`src/rtl/msi_cap_pkg.sv`:
```
// Shared types and layout helpers for the message-signalled interrupt
// capability register file. Assumes the capability base is dword aligned.
package msi_cap_pkg;

    // Register selected by a dword address inside the structure
    typedef enum logic [2:0] {
        SEL_NONE,
        SEL_CTRL,
        SEL_ADLO,
        SEL_ADHI,
        SEL_DATA,
        SEL_MASK,
        SEL_PEND
    } cap_sel_e;

    // Bit positions of the control word (software decodes them)
    localparam int CTL_EN_BIT  = 0;
    localparam int CTL_CAP_LSB = 1;
    localparam int CTL_REQ_LSB = 4;
    localparam int CTL_A64_BIT = 7;
    localparam int CTL_PVM_BIT = 8;

    // Structure size in bytes for the four layouts
    function automatic int cap_size_bytes(bit a64, bit pvm);
        if (pvm) return a64 ? 32'h18 : 32'h14;
        return a64 ? 32'h0E : 32'h0A;
    endfunction

    // Register held by relative dword index rel
    function automatic cap_sel_e sel_of_dword(logic [5:0] rel, bit a64, bit pvm);
        case (rel)
            6'd0:    return SEL_CTRL;
            6'd1:    return SEL_ADLO;
            6'd2:    return a64 ? SEL_ADHI : SEL_DATA;
            6'd3:    return a64 ? SEL_DATA : (pvm ? SEL_MASK : SEL_NONE);
            6'd4:    return a64 ? (pvm ? SEL_MASK : SEL_NONE) : (pvm ? SEL_PEND : SEL_NONE);
            6'd5:    return (a64 && pvm) ? SEL_PEND : SEL_NONE;
            default: return SEL_NONE;
        endcase
    endfunction

    // Mask with the lowest 2^lg bits set (lg up to 5)
    function automatic logic [31:0] low_vec_mask(logic [2:0] lg);
        logic [31:0] m;
        m = '0;
        for (int i = 0; i < 32; i++) begin
            if (i < (1 << lg)) m[i] = 1'b1;
        end
        return m;
    endfunction

endpackage

```
`src/rtl/msi_cap_decode.sv`:
```
// Address decode: maps a config address onto one register of the
// structure and reports which enabled byte lanes fall inside it.
// Assumes CAP_BASE is dword aligned and the structure fits below 0x100.
module msi_cap_decode
    import msi_cap_pkg::*;
#(
    parameter logic [7:0] CAP_BASE = 8'h50,
    parameter bit         ADDR64   = 1'b1,
    parameter bit         PV_MASK  = 1'b1
) (
    input  logic [5:0] dw_addr,
    input  logic [3:0] be,
    output cap_sel_e   sel,
    output logic [3:0] lane_hit
);
    localparam logic [5:0] BASE_DW  = CAP_BASE[7:2];
    localparam int         CAP_SIZE = cap_size_bytes(ADDR64, PV_MASK);

    logic [5:0] rel;
    logic       in_front;

    // Relative dword index and whether the address is not below the base
    always_comb begin
        rel      = dw_addr - BASE_DW;
        in_front = (dw_addr >= BASE_DW);
    end

    // Register select and per-lane overlap with the structure's byte range
    always_comb begin
        logic [7:0] off;
        sel = in_front ? sel_of_dword(rel, ADDR64, PV_MASK) : SEL_NONE;
        for (int i = 0; i < 4; i++) begin
            off         = {rel, 2'(i)};
            lane_hit[i] = be[i] && in_front && (int'(off) < CAP_SIZE);
        end
    end

endmodule

```
`src/rtl/msi_cap_ctrl.sv`:
```
// Control word: enable bit and requested vector count, with the clamp
// of an oversized request once interrupts are enabled. Also exports the
// post-write values so the pending trim can use them in the same cycle.
module msi_cap_ctrl
    import msi_cap_pkg::*;
#(
    parameter int VEC_LOG2 = 3,
    parameter bit ADDR64   = 1'b1,
    parameter bit PV_MASK  = 1'b1
) (
    input  logic        clk,
    input  logic        rst_n,
    input  logic        wr_ctl_byte,
    input  logic        wr_en_bit,
    input  logic [2:0]  wr_req,
    input  logic        wr_overlap,
    output logic        en,
    output logic [2:0]  req_log2,
    output logic        nxt_en,
    output logic [2:0]  nxt_req,
    output logic [15:0] ctrl_word
);
    localparam logic [2:0] CAP_LOG2 = 3'(VEC_LOG2);

    // Next enable and request, with the clamp applied after the merge
    always_comb begin
        nxt_en  = en;
        nxt_req = req_log2;
        if (wr_ctl_byte) begin
            nxt_en  = wr_en_bit;
            nxt_req = wr_req;
        end
        if (wr_overlap && nxt_en && (nxt_req > CAP_LOG2)) nxt_req = CAP_LOG2;
    end

    // Control state register with synchronous reset
    always_ff @(posedge clk) begin
        if (!rst_n) begin
            en       <= 1'b0;
            req_log2 <= 3'd0;
        end else begin
            en       <= nxt_en;
            req_log2 <= nxt_req;
        end
    end

    // Read view of the control word
    always_comb begin
        ctrl_word                                 = '0;
        ctrl_word[CTL_EN_BIT]                     = en;
        ctrl_word[CTL_CAP_LSB +: 3]               = CAP_LOG2;
        ctrl_word[CTL_REQ_LSB +: 3]               = req_log2;
        ctrl_word[CTL_A64_BIT]                    = ADDR64;
        ctrl_word[CTL_PVM_BIT]                    = PV_MASK;
    end

    // an overlapping write never leaves an enabled function over its capability
    a_r7_clamp_on_enable: assert property (@(posedge clk) disable iff (!rst_n)
        wr_overlap |=> (!en || (req_log2 <= CAP_LOG2)));

    // a disabling write stores the requested count unchanged
    a_r8_keep_when_off: assert property (@(posedge clk) disable iff (!rst_n)
        (wr_ctl_byte && !wr_en_bit) |=> (req_log2 == $past(wr_req)));

    // the enable bit moves only through its own byte
    a_r3_en_only_by_write: assert property (@(posedge clk) disable iff (!rst_n)
        !wr_ctl_byte |=> $stable(en));

endmodule

```
`src/rtl/msi_cap_msg.sv`:
```
// Message address and payload registers. The high address register is
// generated only for the 64-bit layout; otherwise it reads as zero.
module msi_cap_msg #(
    parameter bit ADDR64 = 1'b1
) (
    input  logic        clk,
    input  logic        rst_n,
    input  logic        wr_lo,
    input  logic        wr_hi,
    input  logic        wr_data,
    input  logic [3:0]  be,
    input  logic [31:0] wdata,
    output logic [31:0] addr_lo,
    output logic [31:0] addr_hi,
    output logic [15:0] data
);
    // Low address: byte merge with bits 1:0 forced to zero
    always_ff @(posedge clk) begin
        if (!rst_n) begin
            addr_lo <= '0;
        end else if (wr_lo) begin
            for (int i = 0; i < 4; i++) begin
                if (be[i]) addr_lo[8*i +: 8] <= wdata[8*i +: 8];
            end
            addr_lo[1:0] <= 2'b00;
        end
    end

    // Payload: lower two byte lanes only
    always_ff @(posedge clk) begin
        if (!rst_n) begin
            data <= '0;
        end else if (wr_data) begin
            for (int i = 0; i < 2; i++) begin
                if (be[i]) data[8*i +: 8] <= wdata[8*i +: 8];
            end
        end
    end

    generate
        if (ADDR64) begin : g_hi
            // High address: fully writable byte merge
            always_ff @(posedge clk) begin
                if (!rst_n) begin
                    addr_hi <= '0;
                end else if (wr_hi) begin
                    for (int i = 0; i < 4; i++) begin
                        if (be[i]) addr_hi[8*i +: 8] <= wdata[8*i +: 8];
                    end
                end
            end
        end else begin : g_no_hi
            assign addr_hi = '0;
        end
    endgenerate

    // the stored low address stays dword aligned
    a_r4_lo_aligned: assert property (@(posedge clk) disable iff (!rst_n)
        addr_lo[1:0] == 2'b00);

    // the payload changes only on a write to its register
    a_r5_data_hold: assert property (@(posedge clk) disable iff (!rst_n)
        !wr_data |=> $stable(data));

endmodule

```
`src/rtl/msi_cap_vecmask.sv`:
```
// Per-vector mask and pending registers, generated only when masking is
// built in. Pending is driven by the message generator and trimmed to
// the granted vector count on an overlapping write while enabled.
module msi_cap_vecmask
    import msi_cap_pkg::*;
#(
    parameter bit PV_MASK  = 1'b1,
    parameter int VEC_LOG2 = 3
) (
    input  logic        clk,
    input  logic        rst_n,
    input  logic        wr_mask,
    input  logic [3:0]  be,
    input  logic [31:0] wdata,
    input  logic [31:0] gen_set,
    input  logic [31:0] gen_clr,
    input  logic        trim,
    input  logic [2:0]  trim_log2,
    output logic [31:0] mask,
    output logic [31:0] pend
);
    localparam logic [31:0] CAP_BITS = low_vec_mask(3'(VEC_LOG2));

    generate
        if (PV_MASK) begin : g_mask
            logic [31:0] alloc_bits;
            logic [31:0] pend_n;

            // Vectors inside the granted count
            always_comb alloc_bits = low_vec_mask(trim_log2);

            // Mask: byte merge limited to supported vectors
            always_ff @(posedge clk) begin
                if (!rst_n) begin
                    mask <= '0;
                end else if (wr_mask) begin
                    for (int i = 0; i < 4; i++) begin
                        if (be[i]) mask[8*i +: 8] <= wdata[8*i +: 8] & CAP_BITS[8*i +: 8];
                    end
                end
            end

            // Next pending: generator update first, then the trim
            always_comb begin
                pend_n = ((pend | gen_set) & ~gen_clr) & CAP_BITS;
                if (trim) pend_n = pend_n & alloc_bits;
            end

            // Pending state register
            always_ff @(posedge clk) begin
                if (!rst_n) pend <= '0;
                else        pend <= pend_n;
            end

            // no mask bit outside the supported vectors
            a_r6_mask_in_range: assert property (@(posedge clk) disable iff (!rst_n)
                (mask & ~CAP_BITS) == 32'h0);

            // no pending bit outside the supported vectors
            a_r9_pend_in_range: assert property (@(posedge clk) disable iff (!rst_n)
                (pend & ~CAP_BITS) == 32'h0);

            // pending is quiet without generator action or trim
            a_r9_pend_quiet: assert property (@(posedge clk) disable iff (!rst_n)
                (gen_set == 32'h0 && gen_clr == 32'h0 && !trim) |=> $stable(pend));

            // a trim leaves nothing above the granted count
            a_r10_trim_bound: assert property (@(posedge clk) disable iff (!rst_n)
                trim |=> ((pend & ~$past(alloc_bits)) == 32'h0));
        end else begin : g_no_mask
            assign mask = '0;
            assign pend = '0;
        end
    endgenerate

endmodule

```
`src/rtl/msi_cap_regs.sv`:
```
// Top of the capability register file: decodes the config port, drives
// write strobes into the register groups, muxes read data into a
// one-cycle read response and exports decoded state to the generator.
// Assumes dword-aligned config accesses (cfg_addr[1:0] zero).
module msi_cap_regs
    import msi_cap_pkg::*;
#(
    parameter logic [7:0] CAP_BASE = 8'h50,
    parameter bit         ADDR64   = 1'b1,
    parameter bit         PV_MASK  = 1'b1,
    parameter int         VEC_LOG2 = 3
) (
    input  logic        clk,
    input  logic        rst_n,
    input  logic        cfg_wr,
    input  logic        cfg_rd,
    input  logic [7:0]  cfg_addr,
    input  logic [3:0]  cfg_be,
    input  logic [31:0] cfg_wdata,
    output logic        cfg_rvalid,
    output logic [31:0] cfg_rdata,
    input  logic [31:0] gen_pend_set,
    input  logic [31:0] gen_pend_clr,
    output logic        msi_en,
    output logic [2:0]  msi_vec_log2,
    output logic [63:0] msi_addr,
    output logic [15:0] msi_data,
    output logic [31:0] msi_mask,
    output logic [31:0] msi_pend
);
    cap_sel_e    sel;
    logic [3:0]  lane_hit;
    logic        wr_overlap;
    logic        nxt_en;
    logic [2:0]  nxt_req;
    logic [15:0] ctrl_word;
    logic [31:0] addr_lo, addr_hi;
    logic [31:0] rd_mux;

    msi_cap_decode #(.CAP_BASE(CAP_BASE), .ADDR64(ADDR64), .PV_MASK(PV_MASK)) u_decode (
        .dw_addr  (cfg_addr[7:2]),
        .be       (cfg_be),
        .sel      (sel),
        .lane_hit (lane_hit)
    );

    // Any enabled write byte inside the structure
    always_comb wr_overlap = cfg_wr && (lane_hit != 4'b0000);

    msi_cap_ctrl #(.VEC_LOG2(VEC_LOG2), .ADDR64(ADDR64), .PV_MASK(PV_MASK)) u_ctrl (
        .clk         (clk),
        .rst_n       (rst_n),
        .wr_ctl_byte (cfg_wr && sel == SEL_CTRL && cfg_be[2]),
        .wr_en_bit   (cfg_wdata[16 + CTL_EN_BIT]),
        .wr_req      (cfg_wdata[16 + CTL_REQ_LSB +: 3]),
        .wr_overlap  (wr_overlap),
        .en          (msi_en),
        .req_log2    (msi_vec_log2),
        .nxt_en      (nxt_en),
        .nxt_req     (nxt_req),
        .ctrl_word   (ctrl_word)
    );

    msi_cap_msg #(.ADDR64(ADDR64)) u_msg (
        .clk     (clk),
        .rst_n   (rst_n),
        .wr_lo   (cfg_wr && sel == SEL_ADLO),
        .wr_hi   (cfg_wr && sel == SEL_ADHI),
        .wr_data (cfg_wr && sel == SEL_DATA && cfg_be[1:0] != 2'b00),
        .be      (cfg_be),
        .wdata   (cfg_wdata),
        .addr_lo (addr_lo),
        .addr_hi (addr_hi),
        .data    (msi_data)
    );

    msi_cap_vecmask #(.PV_MASK(PV_MASK), .VEC_LOG2(VEC_LOG2)) u_vecmask (
        .clk       (clk),
        .rst_n     (rst_n),
        .wr_mask   (cfg_wr && sel == SEL_MASK),
        .be        (cfg_be),
        .wdata     (cfg_wdata),
        .gen_set   (gen_pend_set),
        .gen_clr   (gen_pend_clr),
        .trim      (wr_overlap && nxt_en),
        .trim_log2 (nxt_req),
        .mask      (msi_mask),
        .pend      (msi_pend)
    );

    // Message address view for the generator
    always_comb msi_addr = {addr_hi, addr_lo};

    // Read data selection by register
    always_comb begin
        case (sel)
            SEL_CTRL: rd_mux = {ctrl_word, 16'h0000};
            SEL_ADLO: rd_mux = addr_lo;
            SEL_ADHI: rd_mux = addr_hi;
            SEL_DATA: rd_mux = {16'h0000, msi_data};
            SEL_MASK: rd_mux = msi_mask;
            SEL_PEND: rd_mux = msi_pend;
            default:  rd_mux = 32'h0;
        endcase
    end

    // Registered read response
    always_ff @(posedge clk) begin
        if (!rst_n) begin
            cfg_rvalid <= 1'b0;
            cfg_rdata  <= '0;
        end else begin
            cfg_rvalid <= cfg_rd;
            if (cfg_rd) cfg_rdata <= rd_mux;
        end
    end

    // a read request is answered on the following cycle
    a_r1_read_latency: assert property (@(posedge clk) disable iff (!rst_n)
        cfg_rd |=> cfg_rvalid);

    // accesses are dword aligned
    a_r1_aligned: assert property (@(posedge clk) disable iff (!rst_n)
        (cfg_wr || cfg_rd) |-> (cfg_addr[1:0] == 2'b00));

endmodule

```
`config.mk`:
```
export PLATFORM = sky130hd
export DESIGN_NAME = msi_cap_regs
export DESIGN_NICKNAME = d
export VERILOG_FILES = /design/src/rtl/msi_cap_pkg.sv /design/src/rtl/msi_cap_decode.sv /design/src/rtl/msi_cap_ctrl.sv /design/src/rtl/msi_cap_msg.sv /design/src/rtl/msi_cap_vecmask.sv /design/src/rtl/msi_cap_regs.sv
export SDC_FILE = /design/constraint.sdc
export NUM_CORES = 1
export LEC_CHECK = 0
export ABC_AREA = 1
export BUFFER_PORTS_ARGS = -buffer_cell sky130_fd_sc_hd__buf_4
export CAP_MARGIN = 10
export CELL_PAD_IN_SITES_DETAIL_PLACEMENT = 0
export CELL_PAD_IN_SITES_GLOBAL_PLACEMENT = 2
export CORE_ASPECT_RATIO = 1.1
export CORE_MARGIN = 5
export CORE_UTILIZATION = 26
export DETAILED_ROUTE_END_ITERATION = 16
export HOLD_SLACK_MARGIN = 0.02
export PLACE_DENSITY_LB_ADDON = 0.15
export SETUP_SLACK_MARGIN = 0.15
export SLEW_MARGIN = 30
export SYNTH_ARGS = -nofsm -noshare
export SYNTH_HDL_FRONTEND = slang
export SYNTH_HIERARCHICAL = 1
export SYNTH_SLANG_ARGS = --single-unit
```
`constraint.sdc`:
```
create_clock -name clk -period 3.3 [get_ports clk]
set_input_delay 0.33 -clock clk [delete_from_list [all_inputs] [get_ports clk]]
set_output_delay 0.33 -clock clk [all_outputs]
set_load 0.02 [all_outputs]
```
==> impl_metrics.tcl <==
set metrics [dict create \
    grtUsageTotal_pct 18.3 \
    end_kind "flip-flop" \
    hold_path.class "primary input to flip-flop" \
    syn2layout_area_growth_pct 24.5 \
    muxShareOfSynthArea_pct 0 \
    layout-drive-gt1-share_pct 20.5 \
    async_reset_ff_share_pct 0 \
    hold_buffers 0 \
    place.gp.congestion 0.768 \
    cap_viol_max_count 0 \
    antenna_left 0 \
    yosysWarnings 6 \
    die_area_um2 33000 \
    fp.dieH_um 190 \
    grt_max_degree 68 \
    cp.arrival_ns 2.91 \
    synthFlopType "dfxtp_1" \
    vias 7652 \
    fin_crit_ns 2.62 \
    fin_ws_ns 0.682 \
    max_freq_mhz 382 \
    clock_latency_ns 0.43 \
    wire_per_inst_um 18.7 \
    synth_area_um2 7670 \
    whs_ns 0.0564 \
    synthSimpleGateAreaFrac_pct 38.0 \
    worst_setup_path_start_kind "primary input" \
    cts_num_sinks 131 \
    finalSetupViolations 0 \
    fin_crit_sh_pct 79.3 \
    crit_required_ns 3.59 \
    synth_compound_area_share_pct 7.29 \
    finalWirelength_um 31300 \
    postLayoutCoreUtil_pct 32.6 \
    netlist_top_cells_area "dfxtp_1, nand2_1, nand4_1" \
    rsz0062_at_grt "false" \
    h-tree-depth 4 \
    ir_worst_vdd_uv 266 \
    netlist_instances 1146 \
    yosys.area.top_type "dfxtp_1" \
    p_leak_nw 4.72 \
    max_slew_margin_pct 44.8 \
    root_buffer "clkbuf_16" \
    hold_violations 0 \
    ys_seq_area_share_pct 34.2 \
    antenna_found_initial 0 \
    nNetsFinal 1404 \
    dpl_worst_slack_ns 0.214 \
    power_density_nw_per_um2 422 \
    finalMaxSlewViolations 0 \
    synth-xor-area-share_pct 0.212 \
    drtPass1Iterations 5 \
    worstSetupPathType "primary input to flip-flop" \
    nFillCells 3258 \
    synth_common_cells "nand2_1, nor2_1, dfxtp_1" \
    portBuffers 192 \
    initial_core_util_pct 26.2 \
    first_iter_violations 520 \
    fp.coreArea_um2 29300 \
    synth_top_family_by_area "simple AND/OR/NAND/NOR gates" \
    diodes 0 \
    pin_count 293 \
    dpl.hpwl_um 22900 \
    setup-tns-final_ns 0 \
    ys_types 38 \
    grt_first_pass_wirelength_um 46400 \
    clk_pin_slew_ns 0.06 \
    drc 0 \
    ff2ff_path_depth 8 \
    avgSynthCellArea_um2 6.69 \
    cts_resized 0 \
    die_w_um 174 \
    finClkSkew_ns 0.00997 \
    num_rows 66 \
    status "complete, no violations" \
    tightest_slew_ns 0.828 \
    via_per_inst 4.57 \
    yosysTopAreaCellShare_pct 34.2 \
    tritoncts "done" \
    numCtsBuffers 17 \
    synthAdderAreaFrac_pct 0.489 \
    postCtsSetupBuffers 0 \
    hold_path_depth 2 \
    clockBufferDepth 2 \
    path_max_fanout 43 \
    yosysMostFrequentCell "nand2_1" \
    grt.overflow.total 0 \
    grt_pass1_vias 7329 \
    synth_edf_count 0 \
    synth-seq-cells 131 \
]
[kinds of logic after synthesis]
group | Yosys count
and+or+nand+nor | 638
DFF | 131
AOI/OAI and AO/OA | 102
other | 4
adders and majority gates | 3
xor gates and xnor gates | 1
buffers and inverters | 267
[area by class of cell]
type | count | area [um2] | share of cell area, %
inverter | 123 | 469 | 4.91
tap | 374 | 468 | 4.90
multi-input combinational | 806 | 3770 | 39.5
timing repair buffer | 210 | 1600 | 16.8
sequential | 131 | 2620 | 27.5
clock inverter | 13 | 176 | 1.85
clock buffer | 18 | 439 | 4.60
[report_power, final]
part	leakage, nW	switching, mW	internal, mW
sequential	1.06	0.0145	1.60
combinational	3.37	0.281	0.107
clock	0.291	0.815	1.22
[critical path, stage by stage]
cell     delay (ns)
buf_4          0.11
inv_1          0.08
ha_1           0.21
inv_1          0.07
nand2_1        0.06
nand2_1        0.04
nand2_1        0.21
nand4_1        0.16
nand2_2        0.17
buf_4          0.47
nand3_4        0.35
nor2_1         0.17
buf_4          0.20
nand2_4        0.10
nand2_1        0.07
a21oi_1        0.06
[cell usage in the layout, fill, tap and decap left out, types with 2 or more instances in the layout]
cell	instances
clkbuf_16	17
o21ai_1	26
ha_1	3
nor2_1	183
nand2_1	240
conb_1	62
nor3_2	2
nand3_4	3
nand2_2	3
o21ai_0	15
inv_6	3
buf_12	2
a21oi_1	42
inv_2	7
clkinvlp_4	3
bufinv_16	3
nor4_1	5
buf_4	208
nand2_4	2
nand3_1	61
dfxtp_1	131
nand4_1	130
o21bai_1	16
clkinv_4	4
inv_1	114
nor2_2	2
[through the flow]
| stage | total power, mW | cell area (um2) | cells |
|---|---|---|---|
| 6_report | 4.03 | 9550 | 1675 |
| 5_1_grt | 4.20 | 9550 | 1675 |
| 3_5_place_dp | 2.02 | 8930 | 1644 |
| 3_3_place_gp | 2.02 | 8930 | 1644 |
| 2_1_floorplan | 1.94 | 7890 | 1204 |
| 4_1_cts | 4.08 | 9550 | 1675 |
[sequential cells by signal (all words and copies together) (netlist names)]
signal	cells
cfg_rvalid	1
u_msg/addr_hi	32
u_ctrl/req_log2	3
cfg_rdata	32
u_msg/addr_lo	30
u_vecmask/mask	8
u_vecmask/pend	8
u_msg/data	16
u_ctrl/en	1
[final timing paths]
| check | startpoint | end | slack (ns) |
|---|---|---|---|
| max reg2reg | u_ctrl/req_log2[0] | u_vecmask/pend[4] | 1.86 |
| min | gen_pend_clr[0] | u_vecmask/pend[0] | 0.06 |
| max | cfg_addr[5] | u_vecmask/mask[0] | 0.68 |
| min reg2reg | cfg_rdata[30] | cfg_rdata[30] | 0.46 |
[per-layer routing]
metal / track usage (%) / vias to the layer above / share of wire, %
li1: - / 3901 / -
met1: 22.5 / 3528 / 43
met2: 32.1 / 200 / 49
met3: 4.67 / 23 / 5.7
met4: 4.87 / 0 / 1.8
met5: 0 / - / 0
(Power assumes the default switching activity.)
